## config.mk

```make
export PLATFORM = sky130hd
export DESIGN_NAME = cfg_port_decoder
export DESIGN_NICKNAME = d
export VERILOG_FILES = /design/src/rtl/cfgp_pkg.sv /design/src/rtl/cfgp_decode.sv /design/src/rtl/cfgp_lanes.sv /design/src/rtl/cfg_port_decoder.sv
export SDC_FILE = /design/constraint.sdc
export NUM_CORES = 1
export LEC_CHECK = 0
export BUFFER_PORTS_ARGS = -buffer_cell sky130_fd_sc_hd__buf_4
export CAP_MARGIN = 20
export CORE_ASPECT_RATIO = 0.75
export CORE_MARGIN = 4
export CORE_UTILIZATION = 58
export DETAILED_ROUTE_END_ITERATION = 16
export PLACE_DENSITY_LB_ADDON = 0.12
export SETUP_SLACK_MARGIN = 0.2
export SLEW_MARGIN = 20
export SYNTH_ARGS = -nofsm -noshare
export SYNTH_HDL_FRONTEND = slang
export SYNTH_HIERARCHICAL = 1
export SYNTH_SLANG_ARGS = --single-unit
```

## constraint.sdc

```tcl
create_clock -name clk -period 3.7 [get_ports clk]
set_input_delay 0.37 -clock clk [delete_from_list [all_inputs] [get_ports clk]]
set_output_delay 0.37 -clock clk [all_outputs]
set_load 0.05 [all_outputs]
```

## src/rtl/cfgp_pkg.sv

```systemverilog
package cfgp_pkg;

    typedef enum logic [1:0] {
        SZ_BYTE  = 2'd0,
        SZ_WORD  = 2'd1,
        SZ_DWORD = 2'd2,
        SZ_RSVD  = 2'd3
    } io_size_e;

    typedef enum logic [2:0] {
        K_PASS,
        K_SEL_WR,
        K_SEL_RD,
        K_CFG,
        K_BAD
    } acc_kind_e;

    typedef enum logic [1:0] {
        S_IDLE,
        S_CFG,
        S_RESP
    } fsm_e;

    // Bits of the selector register that are kept; the rest read as zero.
    localparam logic [31:0] SEL_KEEP = 32'h80FF_FFFC;

    typedef struct packed {
        fsm_e        st;
        logic [31:0] sel;
        logic        req_wr;
        logic [3:0]  be;
        logic [31:0] wdata;
        logic [1:0]  off;
        logic [1:0]  size;
        logic        ready;
        logic        claim;
        logic        err;
        logic [31:0] rdata;
    } regs_t;

    function automatic logic [31:0] width_mask(input logic [1:0] size);
        case (size)
            SZ_BYTE: width_mask = 32'h0000_00FF;
            SZ_WORD: width_mask = 32'h0000_FFFF;
            default: width_mask = 32'hFFFF_FFFF;
        endcase
    endfunction

endpackage

```

## src/rtl/cfgp_decode.sv

```systemverilog
module cfgp_decode
    import cfgp_pkg::*;
#(
    parameter int                PORT_W    = 16,
    parameter logic [PORT_W-1:0] BASE_PORT = 'hCF8
) (
    input  logic [PORT_W-1:0] port,
    input  logic [1:0]        size,
    input  logic              wr,
    input  logic              enable,
    output acc_kind_e         kind,
    output logic [3:0]        be
);
    localparam logic [PORT_W-1:0] WIN_PORT = BASE_PORT + PORT_W'(4);

    logic [1:0] off;
    logic       in_win;

    assign off    = port[1:0];
    assign in_win = (port[PORT_W-1:2] == WIN_PORT[PORT_W-1:2]);

    always_comb begin
        kind = K_PASS;
        be   = 4'b0000;
        if (port == BASE_PORT && size == SZ_DWORD) begin
            kind = wr ? K_SEL_WR : K_SEL_RD;
        end else if (in_win && enable) begin
            case (size)
                SZ_BYTE: begin
                    kind = K_CFG;
                    be   = 4'b0001 << off;
                end
                SZ_WORD: begin
                    if (off == 2'd3) begin
                        kind = K_BAD;
                    end else begin
                        kind = K_CFG;
                        be   = 4'b0011 << off;
                    end
                end
                SZ_DWORD: begin
                    if (off == 2'd0) begin
                        kind = K_CFG;
                        be   = 4'b1111;
                    end else begin
                        kind = K_BAD;
                    end
                end
                default: kind = K_BAD;
            endcase
        end
    end

endmodule

```

## src/rtl/cfgp_lanes.sv

```systemverilog
module cfgp_lanes
    import cfgp_pkg::*;
(
    input  logic [1:0]  w_off,
    input  logic [1:0]  w_size,
    input  logic [31:0] w_in,
    output logic [31:0] w_out,
    input  logic [1:0]  r_off,
    input  logic [1:0]  r_size,
    input  logic [31:0] r_in,
    input  logic        r_nf,
    output logic [31:0] r_out
);
    logic [31:0] w_mask;
    logic [31:0] r_mask;

    always_comb begin
        w_mask = width_mask(w_size);
        r_mask = width_mask(r_size);
        w_out  = (w_in & w_mask) << {w_off, 3'b000};
        r_out  = r_nf ? r_mask : ((r_in >> {r_off, 3'b000}) & r_mask);
    end

endmodule

```

## src/rtl/cfg_port_decoder.sv

```systemverilog
module cfg_port_decoder
    import cfgp_pkg::*;
#(
    parameter int                PORT_W    = 16,
    parameter logic [PORT_W-1:0] BASE_PORT = 'hCF8
) (
    input  logic              clk,
    input  logic              rst_n,
    input  logic              io_req,
    input  logic              io_wr,
    input  logic [PORT_W-1:0] io_port,
    input  logic [1:0]        io_size,
    input  logic [31:0]       io_wdata,
    output logic              io_ready,
    output logic              io_claim,
    output logic              io_err,
    output logic [31:0]       io_rdata,
    output logic              cfg_req,
    output logic              cfg_wr,
    output logic [7:0]        cfg_bus,
    output logic [7:0]        cfg_devfn,
    output logic [5:0]        cfg_reg,
    output logic [3:0]        cfg_be,
    output logic [31:0]       cfg_wdata,
    input  logic              cfg_ack,
    input  logic [31:0]       cfg_rdata,
    input  logic              cfg_nf
);
    regs_t       q, d;
    acc_kind_e   kind;
    logic [3:0]  dec_be;
    logic [31:0] lane_w;
    logic [31:0] lane_r;

    cfgp_decode #(
        .PORT_W    (PORT_W),
        .BASE_PORT (BASE_PORT)
    ) u_decode (
        .port   (io_port),
        .size   (io_size),
        .wr     (io_wr),
        .enable (q.sel[31]),
        .kind   (kind),
        .be     (dec_be)
    );

    cfgp_lanes u_lanes (
        .w_off  (io_port[1:0]),
        .w_size (io_size),
        .w_in   (io_wdata),
        .w_out  (lane_w),
        .r_off  (q.off),
        .r_size (q.size),
        .r_in   (cfg_rdata),
        .r_nf   (cfg_nf),
        .r_out  (lane_r)
    );

    always_comb begin
        d       = q;
        d.ready = 1'b0;
        case (q.st)
            S_IDLE: begin
                if (io_req) begin
                    d.st    = S_RESP;
                    d.claim = 1'b1;
                    d.err   = 1'b0;
                    d.rdata = '0;
                    case (kind)
                        K_PASS:   d.claim = 1'b0;
                        K_SEL_WR: d.sel   = io_wdata & SEL_KEEP;
                        K_SEL_RD: d.rdata = q.sel;
                        K_BAD:    d.err   = 1'b1;
                        K_CFG: begin
                            d.st     = S_CFG;
                            d.req_wr = io_wr;
                            d.be     = dec_be;
                            d.wdata  = lane_w;
                            d.off    = io_port[1:0];
                            d.size   = io_size;
                        end
                        default: d.err = 1'b1;
                    endcase
                    d.ready = (d.st == S_RESP);
                end
            end
            S_CFG: begin
                if (cfg_ack) begin
                    d.st    = S_RESP;
                    d.ready = 1'b1;
                    d.rdata = q.req_wr ? 32'h0 : lane_r;
                end
            end
            default: d.st = S_IDLE;
        endcase
    end

    always_ff @(posedge clk) begin
        if (!rst_n) begin
            q <= '{st: S_IDLE, default: '0};
        end else begin
            q <= d;
        end
    end

    assign io_ready  = q.ready;
    assign io_claim  = q.claim;
    assign io_err    = q.err;
    assign io_rdata  = q.rdata;
    assign cfg_req   = (q.st == S_CFG);
    assign cfg_wr    = q.req_wr;
    assign cfg_bus   = q.sel[23:16];
    assign cfg_devfn = q.sel[15:8];
    assign cfg_reg   = q.sel[7:2];
    assign cfg_be    = q.be;
    assign cfg_wdata = q.wdata;

    AST_SEL_ONLY_FULL_WRITE: assert property (@(posedge clk) disable iff (!rst_n)
        !(q.st == S_IDLE && io_req && io_wr && io_size == SZ_DWORD && io_port == BASE_PORT)
        |=> $stable(q.sel));

    AST_SEL_RSVD_ZERO: assert property (@(posedge clk) disable iff (!rst_n)
        io_ready && io_claim && !io_err && $past(io_port == BASE_PORT && !io_wr)
        |-> (io_rdata & ~SEL_KEEP) == 32'h0);

    AST_REQ_NEEDS_ENABLE: assert property (@(posedge clk) disable iff (!rst_n)
        cfg_req |-> q.sel[31]);

    AST_REQ_HELD: assert property (@(posedge clk) disable iff (!rst_n)
        cfg_req && !cfg_ack |=> cfg_req && $stable(cfg_be) && $stable(cfg_wdata)
                                && $stable(cfg_wr));

    AST_READY_PULSE: assert property (@(posedge clk) disable iff (!rst_n)
        io_ready |=> !io_ready);

    AST_BE_NONZERO: assert property (@(posedge clk) disable iff (!rst_n)
        cfg_req |-> $countones(cfg_be) inside {1, 2, 4});

    AST_ERR_NO_REQ: assert property (@(posedge clk) disable iff (!rst_n)
        io_ready && io_err |-> !cfg_req && io_rdata == 32'h0);

    AST_NF_ONES: assert property (@(posedge clk) disable iff (!rst_n)
        io_ready && $past(cfg_req && cfg_ack && cfg_nf && !cfg_wr)
        |-> io_rdata[7:0] == 8'hFF);

endmodule

```

* Yosys cells after proc, flatten, opt, wreduce, memory -nomap -nowiden
Cells that the tools add are included.
** Storage, ports and cells
- Output and inout port bits :: 95
- Bits in writable memories :: 0
- Flip-flop bits (word level) :: 101
- Bits in latches :: 0
- Memories kept :: 0
- Input port bits :: 88
- Bits in read-only memories :: 0
- Logic and storage cells :: 74
** Cells by class
- Divide/modulo/power cells :: 0
- Reductions and logical operators :: 14
- Eq/ne operators :: 13
- Add/sub/neg operators :: 0
- Magnitude comparators :: 0
- Multiplexer cells :: 30
- Bitwise operators :: 2
- Shifts and indexed selects :: 4
- $mul :: 0
** Operators by type and width (number)
- 32-bit one-hot mux with 2 select lines :: 3
- 32-bit 2-to-1 mux :: 5
- 110-bit 2-to-1 mux :: 1
- 32-bit bitwise AND :: 2
- 41-bit 2-to-1 mux :: 1
- 32-bit by 5-bit << shifter with 32-bit output :: 1
- 32-bit by 5-bit >> shifter with 32-bit output :: 1
- 16-bit by 12-bit equality test with 1-bit output, second input constant :: 1
- 4-bit 2-to-1 mux :: 4
- 14-bit by 10-bit equality test with 1-bit output, second input constant :: 1
- 3-bit 2-to-1 mux :: 4
- 4-bit one-hot mux with 3 select lines :: 1
- 2-bit 2-to-1 mux :: 5
- 3-bit one-hot mux with 3 select lines :: 1
- 3-bit AND reduction :: 3
- 2-bit logical NOT :: 4
- 2-bit by 1-bit equality test with 1-bit output, second input constant :: 3
- 2-bit equality test, second input constant :: 3
- 3-bit by 2-bit equality test with 1-bit output, second input constant :: 2
- 2-bit one-hot mux with 2 select lines :: 1
- 2-bit AND reduction :: 2
- 4-bit OR reduction :: 1
- 1-bit by 2-bit << shifter with 4-bit output, first input constant :: 1
- 2-bit by 2-bit << shifter with 4-bit output, first input constant :: 1
- 8 further kinds :: 11

* Longest topological paths before layout
- Word-level depth :: 12
- Gate-level depth with buffers :: 11
- Depth with buffers taken out :: 9

* By module
Netlist, hierarchy kept.
** By module, submodules not included
- cfg_port_decoder :: sequential area each 2021.9 um2, area each 4996.0 um2, times used 1, cells an instance 612
- cfgp_lanes :: sequential area each 0.0 um2, area each 1338.8 um2, times used 1, cells an instance 193
- cfgp_decode :: sequential area each 0.0 um2, area each 314.1 um2, times used 1, cells an instance 46

* Worst setup path before layout
No wires, ideal clock.
- Path kind :: input-to-reg
- Start :: input io_port[0]
- End :: register q (netlist bit io_rdata[14])
- Data required time :: 3.609 ns
- Library setup time :: 0.091 ns
- Arrival time :: 2.158 ns
- Buffers on the path :: 1
- Stages on the path :: 10
- Slack :: 1.451 ns
- Path through :: inv_1 ha_1 nand2_1 nor3_1 nand2b_1 a21oi_1 and4bb_2 clkbuf_1 nand3_1 a311oi_1
** On the way
- Longest elaborated chain between the ends :: 9
- Elaborated cells between the ends (all ways) :: 13
- Classes of those cells :: eq/ne: 3; mux: 8; reduce/logical: 2
** RTL lines
- start: declaration :: line cfg_port_decoder.sv:11 : input logic [PORT_W-1:0] io_port,
- 2-bit equality test / 2-bit logical NOT (equally long branches) :: line cfgp_decode.sv:34, cfgp_decode.sv:42
- 3-bit 2-to-1 mux, on equally long branches :: line cfgp_decode.sv:34, cfgp_decode.sv:42
- 3-bit one-hot mux with 3 select lines :: line cfgp_decode.sv:28 : case (size)
- 3-bit 2-to-1 mux :: line cfgp_decode.sv:27 : end else if (in_win && enable) begin
- 3-bit 2-to-1 mux (*) :: line cfgp_decode.sv:25 : if (port == BASE_PORT && size == SZ_DWORD) begin
- named net kind[1] :: line cfg_port_decoder.sv:30 : acc_kind_e kind;
- 3-bit by 2-bit equality test with 1-bit output (*) :: line cfg_port_decoder.sv:69 : case (kind)
- 32-bit 2-to-1 mux (*) :: line cfg_port_decoder.sv:69
- 110-bit 2-to-1 mux (*) :: line cfg_port_decoder.sv:64 : if (io_req) begin
- 32-bit one-hot mux with 2 select lines (*) :: line cfg_port_decoder.sv:62 : case (q.st)
- end signal: assignment :: line cfg_port_decoder.sv:100 : q <= '{st: S_IDLE, default: '0};
- end signal: assignment :: line cfg_port_decoder.sv:102 : q <= d;
- end: declaration :: line cfg_port_decoder.sv:29 : regs_t q, d;
The timed path passes the listed nets; every way through them passes the cells marked *. The select of a mux whose other input is x is not followed.
A chain may end at the register's enable or synchronous reset.

* Worst setup path after layout
- Start :: input io_port[0]
- End :: register q (netlist bit cfg_wdata[22])
** On the way
- Longest elaborated chain between the ends :: 7
- Elaborated cells between the ends (all ways) :: 12
- Classes of those cells :: eq/ne: 3; shift: 1; mux: 5; reduce/logical: 3
** RTL lines (line)
- 2-bit equality test / 2-bit logical NOT (equally long branches) :: cfgp_decode.sv:34, cfgp_decode.sv:42
- 3-bit 2-to-1 mux, on equally long branches :: cfgp_decode.sv:34, cfgp_decode.sv:42
- 3-bit one-hot mux with 3 select lines :: cfgp_decode.sv:28
- 3-bit 2-to-1 mux :: cfgp_decode.sv:27
- 3-bit 2-to-1 mux (*) :: cfgp_decode.sv:25
- named net kind[2] :: cfg_port_decoder.sv:30
- 3-bit by 2-bit equality test with 1-bit output (*) :: cfg_port_decoder.sv:69
- 3-bit AND reduction (no source line) (*)
The timed path passes the listed nets; every way through them passes the cells marked *.

==> impl_metrics.json <==
{
  "cp_max_fo": 38,
  "combPwrFrac": 0.176,
  "period_share": 0.788,
  "maxSlewViolCount": 0,
  "grt-ovfl-total": 0,
  "seq_power_share": 0.464,
  "required_ns": 3.89,
  "fin_setup_tns_ns": 0,
  "die_h_um": 101,
  "critPathLaunch": "io_port[0]",
  "drive_gt1_frac": 0.263,
  "cts_root_buffer": "clkbuf_16",
  "p_per_area_nw_per_um2": 325,
  "post-place-ws_ns": 0.438,
  "path_class": "in2reg",
  "postRouteAntennaNets": 0,
  "internal_power_uw": 1720,
  "max_freq_mhz": 343,
  "syn_nets": 945,
  "drc": 0,
  "ys_top_cells_by_area": "dfxtp_1, buf_4, a21oi_1",
  "finalClockSkew_ns": 0.0105,
  "place_inst": 1010,
  "initial_core_util": 0.601,
  "die-area_sq_um": 13300,
  "startpoint_type": "input port",
  "rr_worst_depth": 8,
  "clock_latency_ns": 0.34,
  "power.switching_uw": 692,
  "post-cts-setup-buffers": 0,
  "fin_cells": 1027,
  "synth_most_common_cell": "a21oi_1",
  "grt_usage": 0.284,
  "gp_congestion": 0.986,
  "min_path_type": "in2reg",
  "viasPerCell": 6.21,
  "max_slew_margin": 0.321,
  "antenna_found_initial": 0,
  "status": "complete, no violations",
  "yosysSeqAreaShare": 0.304,
  "grt_pass1_vias": 5817,
  "switching_share": 0.286,
  "coreArea_sq_um": 11100,
  "syn_area_per_cell_sq_um": 7.81,
  "first_pass_iters": 7,
  "area_growth_pct": 11.8,
  "dpl.hpwl_um": 14500,
  "timing.final.ws_setup_ns": 0.785,
  "cts_buffer_depth": 2,
  "clkPwrFrac": 0.360,
  "cts_resized": 0,
  "yosysTopAreaCellShare": 0.304,
  "timing.rr.end": "cfg_wdata[22]",
  "yosysUniqueCellTypes": 55,
  "rsz0062_at_grt": "no",
  "synthCells": 851,
  "synth_ff_type": "dfxtp_1",
  "rows": 33,
  "drtIter0Drc": 633,
  "finalSetupViolations": 0,
  "peakVddDrop_uv": 264,
  "synth_edf_count": 0,
  "io_buffer_count": 182,
  "synth_top_area_cell": "dfxtp_1",
  "synth-seq-cells": 101,
  "final_nets": 976,
  "grt_max_degree": 68,
  "vias": 6373,
  "wl_um": 19700,
  "cts_inserted_buffers": 9,
  "cp.arrival_ns": 3.11,
  "crit_end": "cfg_wdata[22]",
  "htree_levels": 3,
  "synth_area_sq_um": 6650,
  "p_leak_uw": 0.00298,
  "fp.dieW_um": 132,
  "clock_sinks": 101,
  "cts_tree": "built",
  "ys_warn_count": 6,
  "endpoint_kind": "flip-flop",
  "finalHoldViolCount": 0,
  "multi_input_area_sq_um": 3450,
  "num_antenna_cells": 0,
  "min_period_ns": 2.91,
  "wl_per_cell_um": 19.2,
  "seq_area_sq_um": 2020,
  "async_reset_ff_frac": 0,
  "synth_commonest_cells": "a21oi_1, dfxtp_1, buf_4",
  "r2r-start": "q[107]",
  "maxCapViolations": 0,
  "rrSetupSlack_ns": 1.26,
  "holdBufCountCts": 0,
  "clk_pin_slew_worst_paths_ns": 0.06,
  "grt_pass1_wl_um": 30800,
  "ios": 183,
  "worst_pin_slew_ns": 1.02,
  "fill_cells": 966
}
## routing by layer
metal | vias to the layer above | GRT usage | wire length (um)
met5 | - | 0 | 0
met4 | 0 | 0.0517 | 145
met3 | 16 | 0.0634 | 1770
met2 | 310 | 0.437 | 8640
met1 | 3031 | 0.414 | 9110
li1 | 3016 | - | -
## power groups by stage
stage / Combinational, uW / Sequential [uW] / Clock (uW)
6_report: 425 / 1120 / 870
5_1_grt: 452 / 1120 / 926
4_1_cts: 412 / 1120 / 881
3_5_place_dp: 410 / 1140 / 0
3_3_place_gp: 403 / 1140 / 0
2_1_floorplan: 284 / 1140 / 0
## logic make-up (layout without fill, tap and decap cells)
kind of cell               after synthesis  in the layout  synth area share
adders and majority gates                6              6            0.0113
buffers and inverters                  183            219             0.177
muxes                                   28             28            0.0423
DFF                                    101            101             0.304
and+or+nand+nor                        220            220             0.186
AOI/OAI and AO/OA                      313            313             0.279
## stage by stage
step	utilization	area [sq um]	hold WS (ns)	power (uW)
CTS	0.669	7400	0.298	2410
global route	0.672	7430	0.305	2500
floorplan	-	6650	0.450	1430
detailed placement	0.645	7130	0.469	1550
global placement	0.645	7130	0.465	1550
finish	0.672	7430	0.310	2420
## area by class of cell
type | instances | area share
Inverter | 9 | 0.00455
Multi-Input combinational cell | 567 | 0.465
Sequential cell | 101 | 0.272
Clock inverter | 5 | 0.00488
Clock buffer | 11 | 0.0313
Tap cell | 140 | 0.0236
Timing Repair Buffer | 194 | 0.199
## layout by cell type (no fill, tap or decap), types with 11 or more instances in the layout
| cell type | count |
|---|---|
| a21o_1 | 16 |
| a21oi_1 | 116 |
| a22oi_1 | 15 |
| a311oi_1 | 23 |
| and2_1 | 11 |
| buf_4 | 193 |
| dfxtp_1 | 101 |
| mux2i_1 | 27 |
| nand2_1 | 15 |
| nand3_1 | 87 |
| nor2_1 | 26 |
| nor2b_1 | 35 |
| o21ai_0 | 38 |
| o21ai_1 | 60 |
## worst min path at each step
| stage | slack (ns) | startpoint | endpoint | cells after the start |
|---|---|---|---|---|
| 2_1_floorplan | 0.45 | io_rdata[0] | io_rdata[0] | 2 |
| 3_3_place_gp | 0.46 | io_rdata[28] | io_rdata[28] | 2 |
| 3_5_place_dp | 0.47 | io_rdata[1] | io_rdata[1] | 2 |
| 4_1_cts | 0.30 | io_wdata[14] | cfg_devfn[6] | 3 |
| 5_1_grt | 0.30 | io_wdata[14] | cfg_devfn[6] | 3 |
| 6_report | 0.31 | io_wdata[14] | cfg_devfn[6] | 3 |
## worst max-delay path: stages
cell and delay, ns:
buf_4 0.24, inv_1 0.18, ha_1 0.23, inv_1 0.06
a21oi_1 0.15, nor4_1 0.06, buf_4 0.16, or4b_2 0.91
buf_16 0.28, buf_4 0.20, o21ai_1 0.14, a21oi_1 0.09
Note: power is estimated with default switching activity, not from simulation.
